## config.mk

```make
export PLATFORM = sky130hd
export DESIGN_NAME = prefetch_hint_ctrl
export DESIGN_NICKNAME = d
export VERILOG_FILES = /design/src/rtl/pfh_pkg.sv /design/src/rtl/pfh_line_store.sv /design/src/rtl/pfh_victim_pick.sv /design/src/rtl/prefetch_hint_ctrl.sv
export SDC_FILE = /design/constraint.sdc
export NUM_CORES = 1
export LEC_CHECK = 0
export ABC_CLOCK_PERIOD_IN_PS = 4400
export BUFFER_PORTS_ARGS = -buffer_cell sky130_fd_sc_hd__buf_2
export CORE_UTILIZATION = 62
export CTS_CLUSTER_SIZE = 10
export DETAILED_ROUTE_END_ITERATION = 12
export PLACE_DENSITY = 0.76
export SLEW_MARGIN = 20
export SYNTH_ARGS = -nofsm -noshare
export SYNTH_HDL_FRONTEND = slang
export SYNTH_SLANG_ARGS = --single-unit
```

## constraint.sdc

```tcl
create_clock -name clk -period 4.4 [get_ports clk]
set_input_delay 0.22 -clock clk [delete_from_list [all_inputs] [get_ports clk]]
set_output_delay 0.22 -clock clk [all_outputs]
set_load 0.01 [all_outputs]
```

## src/rtl/pfh_pkg.sv

```systemverilog
package pfh_pkg;

    localparam int HINT_W = 5;

    localparam logic [HINT_W-1:0] H_FETCH_A   = 5'd0;
    localparam logic [HINT_W-1:0] H_FETCH_B   = 5'd1;
    localparam logic [HINT_W-1:0] H_STREAM_A  = 5'd4;
    localparam logic [HINT_W-1:0] H_STREAM_B  = 5'd5;
    localparam logic [HINT_W-1:0] H_KEEP_A    = 5'd6;
    localparam logic [HINT_W-1:0] H_KEEP_B    = 5'd7;
    localparam logic [HINT_W-1:0] H_DROP      = 5'd25;
    localparam logic [HINT_W-1:0] H_MAKE_ZERO = 5'd30;
    localparam logic [HINT_W-1:0] H_MAKE_RAW  = 5'd31;

    typedef enum logic [2:0] {
        CLS_NOP,
        CLS_FILL,
        CLS_STREAM,
        CLS_RETAIN,
        CLS_FLUSH,
        CLS_ZCREATE,
        CLS_RCREATE
    } hint_cls_e;

    typedef enum logic [2:0] {
        ST_IDLE,
        ST_LOOK,
        ST_WB,
        ST_RD,
        ST_MAKE,
        ST_CLEAN,
        ST_INVAL
    } ctl_state_e;

    typedef struct packed {
        logic valid;
        logic dirty;
    } line_flags_t;

    function automatic hint_cls_e classify(input logic [HINT_W-1:0] h, input logic nz_en);
        hint_cls_e c;
        case (h)
            H_FETCH_A, H_FETCH_B:   c = CLS_FILL;
            H_STREAM_A, H_STREAM_B: c = CLS_STREAM;
            H_KEEP_A, H_KEEP_B:     c = CLS_RETAIN;
            H_DROP:                 c = CLS_FLUSH;
            H_MAKE_ZERO:            c = CLS_ZCREATE;
            H_MAKE_RAW:             c = nz_en ? CLS_RCREATE : CLS_ZCREATE;
            default:                c = CLS_NOP;
        endcase
        return c;
    endfunction

    function automatic logic is_fetch(input hint_cls_e c);
        return (c == CLS_FILL) || (c == CLS_STREAM) || (c == CLS_RETAIN);
    endfunction

    function automatic logic is_create(input hint_cls_e c);
        return (c == CLS_ZCREATE) || (c == CLS_RCREATE);
    endfunction

endpackage

```

## src/rtl/pfh_line_store.sv

```systemverilog
module pfh_line_store
    import pfh_pkg::*;
#(
    parameter int SETS   = 4,
    parameter int WAYS   = 4,
    parameter int TAG_W  = 6,
    parameter int LINE_W = 32,
    localparam int SET_W = $clog2(SETS),
    localparam int WAY_W = $clog2(WAYS)
) (
    input  logic              clk,
    input  logic              rst,
    input  logic [SET_W-1:0]  rd_set,
    input  logic [TAG_W-1:0]  rd_tag,
    input  logic [WAY_W-1:0]  rd_way,
    output logic              hit,
    output logic [WAY_W-1:0]  hit_way,
    output line_flags_t       rd_flags,
    output logic [TAG_W-1:0]  rd_tag_o,
    output logic [LINE_W-1:0] rd_data,
    input  logic              wr_en,
    input  logic [SET_W-1:0]  wr_set,
    input  logic [WAY_W-1:0]  wr_way,
    input  line_flags_t       wr_flags,
    input  logic [TAG_W-1:0]  wr_tag,
    input  logic              wr_data_en,
    input  logic [LINE_W-1:0] wr_data
);

    line_flags_t       flags_q [SETS][WAYS];
    logic [TAG_W-1:0]  tags_q  [SETS][WAYS];
    logic [LINE_W-1:0] data_q  [SETS][WAYS];
    logic [WAYS-1:0]   match;

    for (genvar g = 0; g < WAYS; g++) begin : g_cmp
        assign match[g] = flags_q[rd_set][g].valid && (tags_q[rd_set][g] == rd_tag);
    end

    always_comb begin
        hit_way = '0;
        for (int w = WAYS - 1; w >= 0; w--) begin
            if (match[w]) hit_way = WAY_W'(w);
        end
    end

    assign hit      = |match;
    assign rd_flags = flags_q[rd_set][rd_way];
    assign rd_tag_o = tags_q[rd_set][rd_way];
    assign rd_data  = data_q[rd_set][rd_way];

    always_ff @(posedge clk) begin
        if (rst) begin
            for (int s = 0; s < SETS; s++) begin
                for (int w = 0; w < WAYS; w++) begin
                    flags_q[s][w] <= '0;
                    tags_q[s][w]  <= '0;
                    data_q[s][w]  <= '0;
                end
            end
        end else if (wr_en) begin
            flags_q[wr_set][wr_way] <= wr_flags;
            tags_q[wr_set][wr_way]  <= wr_tag;
            if (wr_data_en) data_q[wr_set][wr_way] <= wr_data;
        end
    end

endmodule

```

## src/rtl/pfh_victim_pick.sv

```systemverilog
module pfh_victim_pick
    import pfh_pkg::*;
#(
    parameter int SETS = 4,
    parameter int WAYS = 4,
    localparam int SET_W = $clog2(SETS),
    localparam int WAY_W = $clog2(WAYS)
) (
    input  logic             clk,
    input  logic             rst,
    input  logic [SET_W-1:0] set_idx,
    input  hint_cls_e        cls,
    input  logic             advance,
    output logic [WAY_W-1:0] way
);

    logic [WAY_W-1:0] ptr_q [SETS];
    logic [WAY_W-1:0] ptr_cur;
    logic [WAY_W-1:0] ptr_nxt;

    assign ptr_cur = ptr_q[set_idx];

    always_comb begin
        case (cls)
            CLS_STREAM: way = '0;
            CLS_RETAIN: way = (ptr_cur == '0) ? WAY_W'(1) : ptr_cur;
            default:    way = ptr_cur;
        endcase
        ptr_nxt = (way == WAY_W'(WAYS - 1)) ? '0 : way + WAY_W'(1);
    end

    always_ff @(posedge clk) begin
        if (rst) begin
            for (int s = 0; s < SETS; s++) ptr_q[s] <= '0;
        end else if (advance && (cls != CLS_STREAM)) begin
            ptr_q[set_idx] <= ptr_nxt;
        end
    end

endmodule

```

## src/rtl/prefetch_hint_ctrl.sv

```systemverilog
module prefetch_hint_ctrl
    import pfh_pkg::*;
#(
    parameter int ADDR_W = 8,
    parameter int SETS   = 4,
    parameter int WAYS   = 4,
    parameter int LINE_W = 32,
    localparam int SET_W = $clog2(SETS),
    localparam int TAG_W = ADDR_W - SET_W,
    localparam int WAY_W = $clog2(WAYS)
) (
    input  logic              clk,
    input  logic              rst,
    input  logic              cmd_valid,
    input  logic [ADDR_W-1:0] cmd_addr,
    input  logic [4:0]        cmd_hint,
    input  logic              cmd_accel,
    input  logic              cfg_nz_en,
    output logic              busy,
    output logic              mem_req,
    output logic              mem_we,
    output logic [ADDR_W-1:0] mem_addr,
    output logic [LINE_W-1:0] mem_wdata,
    input  logic              mem_ack,
    input  logic [LINE_W-1:0] mem_rdata
);

    ctl_state_e        state_q, next_q, look_next, after_wb;
    hint_cls_e         cls_q;
    logic              accel_q;
    logic [SET_W-1:0]  set_q;
    logic [TAG_W-1:0]  ltag_q;
    logic [WAY_W-1:0]  way_q;
    logic [ADDR_W-1:0] waddr_q;
    logic [LINE_W-1:0] wdata_q;

    logic              hit;
    logic [WAY_W-1:0]  hit_way, vic_way, sel_way;
    line_flags_t       rd_flags;
    logic [TAG_W-1:0]  rd_tag_o;
    logic [LINE_W-1:0] rd_data;
    logic              vic_adv;

    logic              wr_en, wr_data_en, wr_valid;
    line_flags_t       wr_flags;
    logic [LINE_W-1:0] wr_data;

    pfh_line_store #(
        .SETS(SETS), .WAYS(WAYS), .TAG_W(TAG_W), .LINE_W(LINE_W)
    ) u_store (
        .clk(clk), .rst(rst),
        .rd_set(set_q), .rd_tag(ltag_q), .rd_way(sel_way),
        .hit(hit), .hit_way(hit_way),
        .rd_flags(rd_flags), .rd_tag_o(rd_tag_o), .rd_data(rd_data),
        .wr_en(wr_en), .wr_set(set_q), .wr_way(way_q),
        .wr_flags(wr_flags), .wr_tag(ltag_q),
        .wr_data_en(wr_data_en), .wr_data(wr_data)
    );

    pfh_victim_pick #(
        .SETS(SETS), .WAYS(WAYS)
    ) u_victim (
        .clk(clk), .rst(rst),
        .set_idx(set_q), .cls(cls_q), .advance(vic_adv), .way(vic_way)
    );

    assign sel_way = hit ? hit_way : vic_way;
    assign vic_adv = (state_q == ST_LOOK) && !hit && (is_fetch(cls_q) || is_create(cls_q));

    // decision taken in the lookup cycle
    always_comb begin
        look_next = ST_IDLE;
        after_wb  = ST_IDLE;
        if ((is_fetch(cls_q) || is_create(cls_q)) && !hit) begin
            after_wb  = is_fetch(cls_q) ? ST_RD : ST_MAKE;
            look_next = (rd_flags.valid && rd_flags.dirty) ? ST_WB : after_wb;
        end else if ((cls_q == CLS_FLUSH) && hit) begin
            if (accel_q) begin
                look_next = ST_WB;
                after_wb  = ST_CLEAN;
            end else if (rd_flags.dirty) begin
                look_next = ST_WB;
                after_wb  = ST_INVAL;
            end else begin
                look_next = ST_INVAL;
            end
        end
    end

    // line state update
    always_comb begin
        wr_en      = 1'b0;
        wr_flags   = '0;
        wr_data_en = 1'b0;
        wr_data    = mem_rdata;
        case (state_q)
            ST_RD: begin
                wr_en      = mem_ack;
                wr_flags   = '{valid: 1'b1, dirty: 1'b0};
                wr_data_en = 1'b1;
            end
            ST_MAKE: begin
                wr_en      = 1'b1;
                wr_flags   = '{valid: 1'b1, dirty: 1'b1};
                wr_data_en = (cls_q == CLS_ZCREATE);
                wr_data    = '0;
            end
            ST_CLEAN: begin
                wr_en    = 1'b1;
                wr_flags = '{valid: 1'b1, dirty: 1'b0};
            end
            ST_INVAL: begin
                wr_en    = 1'b1;
                wr_flags = '0;
            end
            default: ;
        endcase
    end

    assign wr_valid = wr_flags.valid;

    always_ff @(posedge clk) begin
        if (rst) begin
            state_q <= ST_IDLE;
            next_q  <= ST_IDLE;
            cls_q   <= CLS_NOP;
            accel_q <= 1'b0;
            set_q   <= '0;
            ltag_q  <= '0;
            way_q   <= '0;
            waddr_q <= '0;
            wdata_q <= '0;
        end else begin
            case (state_q)
                ST_IDLE: begin
                    if (cmd_valid) begin
                        cls_q   <= classify(cmd_hint, cfg_nz_en);
                        accel_q <= cmd_accel;
                        set_q   <= cmd_addr[SET_W-1:0];
                        ltag_q  <= cmd_addr[ADDR_W-1:SET_W];
                        state_q <= ST_LOOK;
                    end
                end
                ST_LOOK: begin
                    way_q   <= sel_way;
                    waddr_q <= {rd_tag_o, set_q};
                    wdata_q <= rd_data;
                    next_q  <= after_wb;
                    state_q <= look_next;
                end
                ST_WB: if (mem_ack) state_q <= next_q;
                ST_RD: if (mem_ack) state_q <= ST_IDLE;
                default: state_q <= ST_IDLE;
            endcase
        end
    end

    assign busy      = (state_q != ST_IDLE);
    assign mem_req   = (state_q == ST_WB) || (state_q == ST_RD);
    assign mem_we    = (state_q == ST_WB);
    assign mem_addr  = (state_q == ST_WB) ? waddr_q : {ltag_q, set_q};
    assign mem_wdata = wdata_q;

endmodule

```

* Yosys cells after proc, flatten, opt, wreduce, memory -nomap -nowiden *
Memory sizes are Yosys's and may differ from the RTL's. A register that Yosys moved wholly into a read port is not among the register bits.
Cells that the tools add are included.

word-level totals
  logic and storage cells = 158
  bits in writable memories = 648
  latch bits = 0
  bits of input ports = 51
  flip-flop bits (word level) = 60
  bits in read-only memories = 0
  memories kept = 4

memory list
  name             words  width  rd ports  clocked after Yosys merged registers in  wr ports  RTL line               RTL
  u_store.data_q   4      128    1         1                                        4         pfh_line_store.sv:32   logic [LINE_W-1:0] data_q [SETS][WAYS];
  u_store.tags_q   4      24     1         1                                        4         pfh_line_store.sv:31   logic [TAG_W-1:0] tags_q [SETS][WAYS];
  u_store.flags_q  4      8      1         1                                        4         pfh_line_store.sv:30   line_flags_t flags_q [SETS][WAYS];
  u_victim.ptr_q   4      2      1         1                                        4         pfh_victim_pick.sv:17  logic [WAY_W-1:0] ptr_q [SETS];

operators by class
  multiply operators = 0
  reductions and logical operators = 33
  order comparisons = 3
  multiplexer cells = 77
  shifts and indexed selects = 0
  eq/ne operators = 29
  add/sub/neg operators = 1
  divide/modulo/power cells = 0
  bitwise logic cells = 2

operators with widths
  cell                                                 count
  2-to-1 mux 128 bit                                   3
  2-to-1 mux 32 bit                                    4
  OR reduction 128 bit                                 1
  2-to-1 mux 24 bit                                    3
  binary-select mux 32 bit (select 2 bit)              1
  demux 32 bit (select 2 bit)                          1
  2-to-1 mux 2 bit                                     24
  2-to-1 mux 3 bit                                     13
  2-to-1 mux 8 bit                                     4
  equality test 6 bit                                  4
  OR reduction 24 bit                                  1
  equality test 5 x 3 -> 1 bit, second input constant  4
  equality test 3 bit, second input constant           6
  2-to-1 mux 6 bit                                     3
  case mux 3 bit (6 select lines)                      1
  equality test 5 bit, second input constant           3
  binary-select mux 6 bit (select 2 bit)               1
  demux 6 bit (select 2 bit)                           1
  equality test 3 x 2 -> 1 bit, second input constant  4
  case mux 3 bit (4 select lines)                      1
  logical AND 1 bit                                    11
  2-to-1 mux 1 bit                                     11
  OR reduction 2 bit                                   5
  case mux 2 bit (2 select lines)                      2
  other kinds (24)                                     33

* Longest topological paths before layout *
  depth after elaboration = 16
  gate-level depth with buffers = 13
  gate-level depth less buffers = 8

* Hierarchy *
Synthesis repeated with hierarchy kept, for this count alone.

second synthesis, totals
  cells, all modules = 2220
  area, all modules = 32710.1 um2

by module, submodules not included
  module              area each (um2)  cells each  instances  seq. area each (um2)
  pfh_line_store      29437.0          1813        1          19218.4
  prefetch_hint_ctrl  2763.9           363         1          1201.2
  pfh_victim_pick     509.2            44          1          240.2

* Worst setup path before layout *
OpenSTA, ideal clock, no wires.

  path type = register to register
  start point = register state_q[0]
  end point = memory u_store.data_q[1][32] in the netlist's numbering, enable pin
  path slack = 1.374 ns
  path buffers = 2
  clock period less this slack = 3.026 ns
  library setup time = 0.394 ns
  arrival = 2.632 ns
  cell stages (with the launch flop) = 11
  required time = 4.006 ns
  path through = dfxtp_1 > clkbuf_1 > and4b_1 > a21oi_1 > nor2_1 > nand2_1 > or2_2 > clkbuf_1 > nor2_1 > nand2_1 > nand2b_1

RTL lines
  element                 RTL line                   RTL
  from (decl)             prefetch_hint_ctrl.sv:28   ctl_state_e state_q, next_q, look_next, after_wb;
  from (signal assigned)  prefetch_hint_ctrl.sv:149  state_q <= look_next;
  from (signal assigned)  prefetch_hint_ctrl.sv:151  ST_WB: if (mem_ack) state_q <= next_q;
  to (decl)               pfh_line_store.sv:32

==> impl_metrics.py <==
metrics = {
    "timing": {
        "rsz0062_at_grt": "no",
        "finalSetupViolCount": 0,
        "finalHoldViolCount": 0,
        "tightest_slew_ns": 1.17,
        "slew_violations": 0,
        "period_needed_ns": 3.73,
        "fmax_mhz": 268,
        "min_period_over_period_pct": 84.7,
        "max_slew_margin_pct": 21.7,
        "finalSetupTns_ns": 0,
        "finClkSkew_ns": 0.0189,
    },
    "clock_tree": {
        "cts_resized": 0,
        "root_buffer": "clkbuf_16",
        "clk_latency_ns": 0.62,
        "clk_pin_slew_ns": 0.06,
        "cts_tree": "done",
        "clock_path_buffers": 3,
        "holdBufCountCts": 10,
        "numCtsBuffers": 81,
        "cts.sinks": 710,
        "htreeDepth": 3,
        "cts_setup_buffers": 0,
    },
    "critical_path": {
        "r2r_end": "mem_wdata[13]",
        "end_kind": "flip-flop",
        "reg2regPathDepth": 9,
        "regToRegSetupSlack_ns": 0.67,
        "critPathRequiredTime_ns": 4.92,
        "crit_arrival_ns": 4.25,
        "path_max_fanout": 26,
        "worstSetupPathType": "reg2reg",
        "cp-start-kind": "flip-flop",
    },
    "global_routing": {
        "grt_first_pass_wirelength_mm": 120,
        "grt_pass1_vias": 19305,
        "antenna_found_initial": 0,
        "grtUsageTotal_pct": 32.3,
        "grt.overflow.total": 0,
        "grt_max_degree": 78,
    },
    "hold_path": {
        "holdPathStages": 4,
        "hold_start": "cmd_hint[3]",
        "hp-class": "in2reg",
        "min_to": "cls_q[1]",
    },
    "finish": {
        "final-seq-area_mm2": 0.0207,
        "postLayoutCoreUtil_pct": 69.9,
        "multi_input_area_mm2": 0.00997,
        "areaGrowthSynthToFinish_pct": 11.1,
        "drive_above_1_share_pct": 22.0,
        "antenna_cells": 0,
        "fillerInstances": 3246,
        "final_nets": 2330,
        "fin_area_mm2": 0.0350,
    },
    "drt": {
        "vias": 19504,
        "drc": 0,
        "antenna_left": 0,
        "dr.pass1.iters": 8,
        "totalWireLength_mm": 80.9,
        "wl_per_cell_um": 26.9,
        "drt_iter0_markers": 2523,
        "vias_per_cell": 6.48,
    },
    "place": {
        "placed_area_mm2": 0.0326,
        "hpwl_mm": 46.3,
        "globalplace.congestion": 0.876,
        "io_buffers": 93,
    },
    "floorplan": {
        "die_w_um": 228,
        "core_area_mm2": 0.0502,
        "start_util_pct": 62.9,
        "rows": 82,
        "die_height_um": 228,
        "ios": 94,
        "die-area_mm2": 0.0518,
    },
    "synthesis": {
        "synthCells": 2213,
        "synthXorXnorAreaFrac_pct": 0.746,
        "synthAdderAreaFrac_pct": 0.0397,
        "synth_mux_area_share_pct": 15.8,
        "yosysMostFrequentCell": "edfxtp_1",
        "synth_top_area_cell": "edfxtp_1",
        "synth.distinct_cells": 65,
        "synth_area_leaders": "edfxtp_1 62%, mux4_2 11%, nor2_1 6.7%",
        "synth-compound-area-share_pct": 1.76,
        "synthFlopType": "edfxtp_1",
        "yosysTopAreaCellShare_pct": 61.7,
        "synth-edff-count": 648,
        "synthArstFlopShare_pct": 0,
        "synth_top_family_by_area": "multiplexers",
        "syn-cell-area_mm2": 0.0315,
        "synth-simple-area-share_pct": 12.9,
        "ys_top_cells_by_count": "648 x edfxtp_1, 561 x nor2_1, 166 x clkbuf_1",
        "ys_ff_latch": 710,
        "syn_avg_cell_area_um2": 14.3,
        "ys_warn_count": 0,
        "seq_area_frac_synth_pct": 65.6,
        "synth_nets": 2265,
    },
    "flow_run": {
        "maxCapViolCount": 0,
    },
    "power": {
        "p_per_area_mw_per_mm2": 432,
        "clkPwrFrac_pct": 40.5,
        "switching_share_pct": 22.9,
        "internal-power_uw": 11700,
        "comb_power_share_pct": 8.6,
        "p_seq_share_pct": 50.8,
        "vdd_ir_drop_max_v": 0.000352,
        "p_switching_uw": 3470,
        "power_leakage_uw": 0.0127,
    },
    "outcome": {
        "status": "finished clean",
    },
}
==> area by class of cell <==
type                    count  share of cell area, %
flip-flops and latches    710                   59.1
well taps                 672                   2.40
clock buffers             142                   6.65
clock inverters             2                 0.0714
inverters                   9                 0.0964
repair buffers            173                   3.26
multi-input cells        1303                   28.4
==> kinds of logic (layout without fill, tap and decap cells) <==
kind of cell / count (synthesis) / count (layout)
muxes: 289 / 289
xor gates and xnor gates: 26 / 26
and+or+nand+nor: 897 / 897
DFF: 710 / 710
AOI/OAI and AO/OA: 90 / 90
adders and majority gates: 1 / 1
buffers and inverters: 200 / 326
==> how the worst max path moves through the flow <==
stage / end / slack, ns / cells past startpoint
finish: mem_wdata[13] / 0.67 / 9
global route: mem_wdata[13] / 0.48 / 9
CTS: mem_wdata[13] / 0.65 / 9
detailed placement: mem_wdata[15] / 0.68 / 9
global placement: waddr_q[5] / 0.73 / 10
floorplan: u_store.data_q[1][32] / 1.37 / 10
==> metrics by stage <==
stage | std cells | setup WS [ns] | hold slack, ns | power (uW)
floorplan | 2213 | 1.37 | 0.356 | 8740
global placement | 2857 | 0.728 | 0.440 | 9080
detailed placement | 2857 | 0.683 | 0.455 | 9120
CTS | 3011 | 0.650 | 0.00105 | 15200
global route | 3011 | 0.479 | 0.0342 | 15500
finish | 3011 | 0.673 | 0.0282 | 15100
==> registers in the layout, indices dropped and copies added, names as in the netlist, named ones only <==
name / count
mem_wdata: 32
waddr_q: 8
way_q: 2
u_store.flags_q: 32
state_q: 3
set_q: 2
cls_q: 3
accel_q: 1
next_q: 3
ltag_q: 6
u_victim.ptr_q: 8
u_store.data_q: 512
u_store.tags_q: 96
==> per-layer routing <==
layer | track usage (%) | part of all wire (%)
met1 | 43.7 | 36
met2 | 53.0 | 50
met3 | 5.12 | 10
met4 | 12.8 | 3.9
met5 | 0 | 0
==> power groups by stage <==
stage,clock network (uW),registers (uW),logic (uW)
after CTS,6160,7700,1300
after global placement,0,7820,1260
after detailed placement,0,7840,1280
after floorplan,0,7780,955
final,6140,7700,1310
after global routing,6410,7720,1380
==> placed cells by master, fill, tap and decap left out, types with 3 or more instances in the layout <==
cell and instances:
a211oi_1 4, a21oi_1 19, and2_1 75, and3_1 24, buf_12 4, buf_2 92, buf_4 67, clkbuf_1 57
clkbuf_16 84, dfxtp_1 60, dlygate4sd3_1 10, edfxtp_1 648, inv_1 9, mux2_2 47, mux2i_1 78, mux4_1 3
mux4_2 159, nand2_1 84, nand2_2 5, nand2b_1 9, nand2b_2 17, nand3_1 6, nand3_2 3, nand3b_1 40
nor2_1 561, nor3_1 32, nor3b_1 3, nor4_4 3, o21ai_1 40, o21bai_1 5, or2_2 14, xnor2_1 18
xor2_1 7
==> critical path, stage by stage (launching register included) <==
cell and delay (ns):
dfxtp_4 0.67, buf_4 0.38, mux4_2 0.57, nor3b_1 0.22, nor2_1 0.08, nor2_1 0.28
o311a_2 0.61, buf_4 0.30, mux2_2 0.36, o21ai_1 0.14
No activity file was read; power rests on OpenSTA's default activity.
